## config.mk

```make
export PLATFORM = sky130hd
export DESIGN_NAME = adc_rd_seq
export DESIGN_NICKNAME = d
export VERILOG_FILES = /design/src/rtl/adc_rd_pkg.sv /design/src/rtl/adc_rd_edge.sv /design/src/rtl/adc_rd_timer.sv /design/src/rtl/adc_rd_hold.sv /design/src/rtl/adc_rd_seq.sv
export SDC_FILE = /design/constraint.sdc
export NUM_CORES = 1
export LEC_CHECK = 0
export BUFFER_PORTS_ARGS = -buffer_cell sky130_fd_sc_hd__buf_2
export CORE_ASPECT_RATIO = 1.1
export CORE_MARGIN = 1.5
export CORE_UTILIZATION = 60
export DETAILED_ROUTE_END_ITERATION = 12
export PLACE_DENSITY = 0.85
export SLEW_MARGIN = 20
export SYNTH_ARGS = -nofsm -noshare
export SYNTH_HDL_FRONTEND = slang
export SYNTH_HIERARCHICAL = 1
export SYNTH_SLANG_ARGS = --single-unit
export TNS_END_PERCENT = 30
```

## constraint.sdc

```tcl
create_clock -name clk -period 5.4 [get_ports clk]
set_clock_uncertainty 0.05 [all_clocks]
set_input_delay 0 -clock clk [delete_from_list [all_inputs] [get_ports clk]]
set_output_delay 0 -clock clk [all_outputs]
set_load 0.005 [all_outputs]
```

## src/rtl/adc_rd_pkg.sv

```systemverilog
package adc_rd_pkg;

  typedef enum logic [2:0] {
    S_IDLE,
    S_WAKE_LO,
    S_WAKE_WAIT,
    S_CONV_LO,
    S_CONV_WAIT,
    S_RD_HI,
    S_RD_LO,
    S_RD_HOLD
  } seq_state_e;

  function automatic int max4(input int a, input int b, input int c, input int d);
    int m;
    m = a;
    if (b > m) m = b;
    if (c > m) m = c;
    if (d > m) m = d;
    return m;
  endfunction

endpackage

```

## src/rtl/adc_rd_edge.sv

```systemverilog
module adc_rd_edge #(
  parameter int STAGES = 2
) (
  input  logic clk,
  input  logic rst,
  input  logic din,
  output logic fall
);
  logic [STAGES:0] sh;

  always_ff @(posedge clk) begin
    if (rst) sh <= '0;
    else     sh <= {sh[STAGES-1:0], din};
  end

  assign fall = sh[STAGES] & ~sh[STAGES-1];
endmodule

```

## src/rtl/adc_rd_timer.sv

```systemverilog
module adc_rd_timer #(
  parameter int W = 8
) (
  input  logic         clk,
  input  logic         rst,
  input  logic         load,
  input  logic [W-1:0] val,
  output logic         done
);
  logic [W-1:0] cnt;

  always_ff @(posedge clk) begin
    if (rst)             cnt <= '0;
    else if (load)       cnt <= val;
    else if (cnt != '0)  cnt <= cnt - 1'b1;
  end

  assign done = (cnt == '0);
endmodule

```

## src/rtl/adc_rd_hold.sv

```systemverilog
module adc_rd_hold #(
  parameter int W = 16
) (
  input  logic         clk,
  input  logic         rst,
  input  logic         capture,
  input  logic [W-1:0] din,
  input  logic         ready,
  output logic         valid,
  output logic [W-1:0] dout
);
  always_ff @(posedge clk) begin
    if (rst) begin
      valid <= 1'b0;
      dout  <= '0;
    end else if (capture) begin
      valid <= 1'b1;
      dout  <= din;
    end else if (ready) begin
      valid <= 1'b0;
    end
  end
endmodule

```

## src/rtl/adc_rd_seq.sv

```systemverilog
module adc_rd_seq
  import adc_rd_pkg::*;
#(
  parameter int DATA_W      = 16,
  parameter int READ_EDGE   = 3,
  parameter int PULSE_CYC   = 2,
  parameter int TDO_CYC     = 3,
  parameter int WAKE_CYC    = 1500000,
  parameter int TIMEOUT_CYC = 10000,
  parameter int SYNC_STAGES = 2
) (
  input  logic              clk,
  input  logic              rst,
  input  logic              start,
  input  logic              shutdown_en,
  output logic              cs_n,
  output logic              rc,
  input  logic              eoc_n,
  input  logic [DATA_W-1:0] adc_data,
  output logic              out_valid,
  output logic [DATA_W-1:0] out_data,
  input  logic              out_ready,
  output logic              timeout_err
);
  localparam int MAX_CNT = max4(PULSE_CYC, TDO_CYC, WAKE_CYC, TIMEOUT_CYC);
  localparam int CNT_W   = $clog2(MAX_CNT + 1);
  localparam int EDGE_W  = $clog2(READ_EDGE + 1);
  localparam logic [EDGE_W-1:0] LAST_EDGE = EDGE_W'(READ_EDGE - 1);

  seq_state_e        st, st_nx;
  logic              cs_nx, rc_nx, err_nx;
  logic [EDGE_W-1:0] ecnt, ecnt_nx;
  logic              eoc_fall;
  logic              tm_load, tm_done;
  logic [CNT_W-1:0]  tm_val;
  logic              cap;

  adc_rd_edge #(.STAGES(SYNC_STAGES)) u_eoc (
    .clk (clk), .rst (rst), .din (eoc_n), .fall (eoc_fall)
  );

  adc_rd_timer #(.W(CNT_W)) u_tm (
    .clk (clk), .rst (rst), .load (tm_load), .val (tm_val), .done (tm_done)
  );

  adc_rd_hold #(.W(DATA_W)) u_hold (
    .clk (clk), .rst (rst), .capture (cap), .din (adc_data),
    .ready (out_ready), .valid (out_valid), .dout (out_data)
  );

  always_comb begin
    st_nx   = st;
    cs_nx   = cs_n;
    rc_nx   = rc;
    ecnt_nx = ecnt;
    err_nx  = 1'b0;
    tm_load = 1'b0;
    tm_val  = '0;
    cap     = 1'b0;
    unique case (st)
      S_IDLE: begin
        if (rc) begin
          rc_nx = 1'b0;
        end else if (start && !out_valid) begin
          cs_nx   = 1'b0;
          tm_load = 1'b1;
          tm_val  = CNT_W'(PULSE_CYC);
          st_nx   = shutdown_en ? S_WAKE_LO : S_CONV_LO;
        end
      end
      S_WAKE_LO: if (tm_done) begin
        cs_nx   = 1'b1;
        tm_load = 1'b1;
        tm_val  = CNT_W'(WAKE_CYC);
        st_nx   = S_WAKE_WAIT;
      end
      S_WAKE_WAIT: if (tm_done) begin
        cs_nx   = 1'b0;
        tm_load = 1'b1;
        tm_val  = CNT_W'(PULSE_CYC);
        st_nx   = S_CONV_LO;
      end
      S_CONV_LO: if (tm_done) begin
        cs_nx   = 1'b1;
        tm_load = 1'b1;
        tm_val  = CNT_W'(TIMEOUT_CYC);
        st_nx   = S_CONV_WAIT;
      end
      S_CONV_WAIT: begin
        if (eoc_fall) begin
          rc_nx   = 1'b1;
          ecnt_nx = '0;
          tm_load = 1'b1;
          tm_val  = CNT_W'(PULSE_CYC);
          st_nx   = S_RD_HI;
        end else if (tm_done) begin
          err_nx = 1'b1;
          st_nx  = S_IDLE;
        end
      end
      S_RD_HI: if (tm_done) begin
        cs_nx   = 1'b0;
        ecnt_nx = ecnt + 1'b1;
        tm_load = 1'b1;
        if (ecnt == LAST_EDGE) begin
          tm_val = CNT_W'(TDO_CYC);
          st_nx  = S_RD_HOLD;
        end else begin
          tm_val = CNT_W'(PULSE_CYC);
          st_nx  = S_RD_LO;
        end
      end
      S_RD_LO: if (tm_done) begin
        cs_nx   = 1'b1;
        tm_load = 1'b1;
        tm_val  = CNT_W'(PULSE_CYC);
        st_nx   = S_RD_HI;
      end
      S_RD_HOLD: if (tm_done) begin
        cap   = 1'b1;
        cs_nx = 1'b1;
        st_nx = S_IDLE;
      end
      default: st_nx = S_IDLE;
    endcase
  end

  always_ff @(posedge clk) begin
    if (rst) begin
      st          <= S_IDLE;
      cs_n        <= 1'b1;
      rc          <= 1'b0;
      ecnt        <= '0;
      timeout_err <= 1'b0;
    end else begin
      st          <= st_nx;
      cs_n        <= cs_nx;
      rc          <= rc_nx;
      ecnt        <= ecnt_nx;
      timeout_err <= err_nx;
    end
  end
endmodule

```

# Word level (Yosys, flattened, before mapping)
# Index checks and enable logic that the tools add are counted.
[classes] n_addsub=2 n_eq_ne=18 muxes=41 n_bitwise=3 n_reduce_logical=19
[ops] cell="$pmux 21 s6" count=1
[ops] cell="$mux 21" count=3
[ops] cell="$mux 3" count=9
[ops] cell="$pmux 3 s8" count=1
[ops] cell="$logic_not 21->1" count=1
[ops] cell="$reduce_bool 21->1" count=1
[ops] cell="$sub 21x1->21 const B" count=1
[ops] cell="$mux 2" count=8
[ops] cell="$ne 2x2->1 const B" count=8
[ops] cell="$mux 1" count=14
[ops] cell="$mux 14" count=1
[ops] cell="$eq 3x3->1 const B" count=4
[ops] cell="$reduce_bool 2->1" count=4
[ops] cell="$reduce_and 7->1" count=1
[ops] cell="$eq 3x2->1 const B" count=2
[ops] cell="$pmux 1 s3" count=2
[ops] cell="$reduce_and 5->1" count=1
[ops] cell="$reduce_or 5->1" count=1
[ops] cell="$ne 2x1->1 const B" count=2
[ops] cell="$pmux 2 s2" count=1
[ops] cell="$reduce_or 2->1" count=2
[ops] cell="$reduce_or 4->1" count=1
[ops] cell="$eq 3x1->1 const B" count=1
[ops] cell="$logic_not 3->1" count=1
[ops] cell="11 further kinds" count=12
[totals] register_bits=49 input_bits=22 wordCells=92

# Logic depth before layout (Yosys ltp)
[depth] word_depth=6 mapped_depth=13 mapped_depth_nobuf=11

# Modules after synthesis
# Netlist, hierarchy kept.
[by_module_without_submodules] module="adc_rd_timer" n_inst=1 cells_each=140 area_per_inst_um2=1157.4 seq_area_each_um2=420.4
[by_module_without_submodules] module="adc_rd_hold" n_inst=1 cells_each=56 area_per_inst_um2=616.8 seq_area_each_um2=340.3
[by_module_without_submodules] module="adc_rd_seq" n_inst=1 cells_each=70 area_per_inst_um2=555.5 seq_area_each_um2=160.2
[by_module_without_submodules] module="adc_rd_edge" n_inst=1 cells_each=7 area_per_inst_um2=87.6 seq_area_each_um2=60.1

# Worst setup path before layout
# No wires, ideal clock.
[synth_timing] path_type="flip-flop to flip-flop" start="register u_tm.cnt[10]" end="register u_tm.cnt[13]" setup_ns=0.074 arrival_ns=2.956 slack_ns=2.320 path_stages_with_launch=13 path_buffers=3 period_less_slack_ns=3.080 cell_sequence="dfxtp_1 or4_4 or3_1 buf_6 nor2_1 clkbuf_1 o21ai_0 o21ai_0 inv_1 nor2_1 clkbuf_1 nand2_1 o21ai_0"
[synth_via] elab_chain_cells=4 word_cells_on_any_way=11 classes_between="add/sub (1); mux (7); reduce/logical (3)"
[synth_lines] item="start: declaration" line_no="adc_rd_timer.sv:10" rtl="logic [W-1:0] cnt;"
[synth_lines] item="start signal: assignment" line_no="adc_rd_timer.sv:14" rtl="else if (load) cnt <= val;"
[synth_lines] item="start signal: assignment" line_no="adc_rd_timer.sv:15" rtl="else if (cnt != '0) cnt <= cnt - 1'b1;"
[synth_lines] item="$logic_not 21->1 (*)" line_no="adc_rd_timer.sv:18" rtl="assign done = (cnt == '0);"
[synth_lines] item="net tm_done" line_no="adc_rd_seq.sv:34" rtl="logic tm_load, tm_done;"
[synth_lines] item="$mux 1 (*)"
[synth_lines] item="$pmux 1 s3 (*)" line_no="adc_rd_seq.sv:60" rtl="unique case (st)"
[synth_lines] item="net tm_load" line_no="adc_rd_seq.sv:34"
[synth_lines] item="$mux 21 / $reduce_bool 2->1 (equally long branches)"
# Mark *: on every way through the listed nets, which the timed path passes. The rest lies on a longest branch. The select of a mux whose other input is x is not followed.
# A chain may end at the register's enable or synchronous reset.

# Final worst setup path
# Ends and elaborated chain as after synthesis.

==> results by group <==
Worst setup path
  • Critical path class: flop to flop
  • Crit end category: flop
  • CP Buf/Inv Count: 2
  • Largest delay share family, worst path: simple AND/OR/NAND/NOR gates
  • CP arrival: 3850 ps
  • Crit-path cells: or4_4, or3_1, nor2_1, buf_4, o21ai_0, o21ai_0, inv_1, nor2_1, nand2_1, o21ai_0
  • Max incr delay on CP: 830 ps
  • Most used cell, CP: o21ai_0
  • Crit path required time: 5590 ps
  • Crit-path max FO: 18
  • Crit start category: flop
  • Max stage delay cell, worst path: nor2_1

Yosys
  • Netlist cell types: 54
  • Synth Cell Area: 2420 µm²
  • Post-synth EDFFs: 0
  • Top_reg_cell synth: dfxtp_1
  • Post-synthesis sequential area ratio: 40.6%
  • Post-Synthesis Cells: 273
  • Number of synthesized register bits: 49
  • Share of the synthesized area in the top cell type: 40.6%
  • Syn Area/Cell: 8.85 µm²
  • Async SR Flop Fraction: 0%
  • Synth area leader: dfxtp_1
  • Top cells by area, synth: dfxtp_1, mux2i_1, xnor2_1
  • Yosys warnings: 6

STA
  • Relative slew margins: 32.7%
  • Setup TNS: 0 ps
  • Final Cycle Share: 67.7%
  • Crit path time final: 3660 ps
  • Peak Freq: 0.273 GHz
  • Slew Limit Fails: 0
  • Setup violators final: 0
  • Hold Vio Cnt, Final: 0
  • Slew @ Worst Pin: 1010 ps
  • RSZ-0062 raised after global routing: false
  • Final WS setup: 1740 ps

Clock tree
  • Worst-skew pair later-pin latency: 310 ps
  • CTS Buffer Depth: 2
  • Post-cts sizing count: 0
  • Hold_buf cts: 19
  • Postcts setup bufs: 0
  • Clk slew on worst S/H paths: 90 ps
  • CTS tree: built
  • Clock root buffer: clkbuf_8
  • CTS Buf Count: 5
  • H-tree depth: 2
  • Number of clock sinks: 49

Detailed routing
  • Final WL: 6200 µm
  • DRT iter0 DRCs: 102
  • Vias per inst: 5.72
  • Drt wl/cell: 16.1 µm
  • Via count: 2202
  • Final antenna-violating net count: 0
  • DRC violations left: 0
  • TritonRoute pass-1 iters: 4

Pwr
  • Overall power: 1.46 mW
  • Leak: 1.16 nW
  • IR drop worst, VDD: 0.260 mV
  • Pwr dens: 502 nW/µm²

Floorplanning
  • Initial cell density of the core: 61.9%
  • Rows: 24
  • Io pins: 42
  • Die H: 69.6 µm
  • Die Footprint: 4420 µm²
  • Core ar.: 3900 µm²
  • Die Span X: 63.5 µm

Final layout
  • Most common cell after layout, fill and taps aside: dfxtp_1
  • Most frequent cells in the layout: dfxtp_1, buf_2, nand2_1, nor2_1, o21ai_0
  • Layout cells sized above 1: 18.9%
  • Fin nets: 357
  • Ant diodes: 0
  • Area Overhead vs Synth: 20.5%

GRT
  • Initial antenna violation count: 0
  • Tot GR Track Use: 29.5%
  • Global-route wire length before repair: 10300 µm
  • Remaining Overflow, GRT: 0
  • Largest net degree at the start of global routing: 41
  • Vias in the first global route: 2284

Placement
  • Pre-CTS WS: 1840 ps
  • RD Place Congestion: 0.894
  • # port buffers: 41
  • Hpwl dp: 3470 µm

Hold path
  • HP Class: primary input to flop

Status
  • Status: complete, no violations

Flow run
  • Max Cap Violations: 0
## worst paths after layout
path / from / end / slack [ps] / depth (start not counted)
max: u_tm/cnt[10] / u_tm/cnt[13] / 1740 / 10
min: rst / u_eoc/sh[1] / 180 / 2
max reg2reg: u_tm/cnt[10] / u_tm/cnt[13] / 1740 / 10
min reg2reg: u_eoc/sh[0] / u_eoc/sh[1] / 410 / 1
## metrics by stage
stage / instance area (µm²) / hold slack (ps) / utilization (%) / std cells
after global placement: 2620 / 166 / 67.1 / 358
final: 2910 / 177 / 74.6 / 385
after CTS: 2910 / 166 / 74.5 / 385
after global routing: 2910 / 206 / 74.6 / 385
after detailed placement: 2620 / 168 / 67.1 / 358
after floorplan: 2440 / 21.6 / - / 279
## metal layers
metal | GRT usage (%) | wire length (µm)
met1 | 34.3 | 2540
met2 | 51.9 | 3150
met3 | 5.19 | 312
met5 | 0 | 0
met4 | 13.8 | 189
## cell type report
type / instances / area, µm²
Clock buffer: 7 / 96.3
Clock inverter: 1 / 5.00
Fill cell: 274 / 990
Inverter: 8 / 30.0
Multi-Input combinational cell: 207 / 1330
Sequential cell: 49 / 981
Tap cell: 52 / 65.1
Timing Repair Buffer: 61 / 403
## report_power, final
| group | switching [mW] | internal (mW) |
|---|---|---|
| logic | 0.371 | 0.317 |
| registers | 0.0941 | 0.441 |
| clock network | 0.123 | 0.116 |
| total | 0.588 | 0.874 |
## sequential cells by signal, summed over array words and instances (netlist names)
signal	count
cs_n	1
ecnt	2
rc	1
st	3
timeout_err	1
u_eoc/sh	3
u_hold/dout	16
u_hold/valid	1
u_tm/cnt	21
## synth_stat cells, types with 4 or more instances
| library cell | count |
|---|---|
| nor3b_1 | 4 |
| xnor2_1 | 13 |
| inv_1 | 8 |
| buf_2 | 5 |
| nor2_1 | 27 |
| xor2_1 | 5 |
| clkbuf_1 | 4 |
| o21ai_0 | 20 |
| or3_1 | 5 |
| dfxtp_1 | 49 |
| nor3_1 | 11 |
| nor4_1 | 7 |
| a21oi_1 | 11 |
| mux2i_1 | 18 |
| nand2_1 | 27 |
## logic make-up (layout without fill, tap and decap cells)
group	count (synthesis)	after routing	share of synthesized area, %
AOI/OAI and AO/OA	46	46	11.6
and+or+nand+nor	114	114	26.2
other	1	7	0.155
adders and majority gates	3	3	1.55
buffers and inverters	23	77	5.49
muxes	19	19	7.92
DFF	49	49	40.6
xor gates and xnor gates	18	18	6.52
Note: power is estimated with default switching activity, not from simulation.
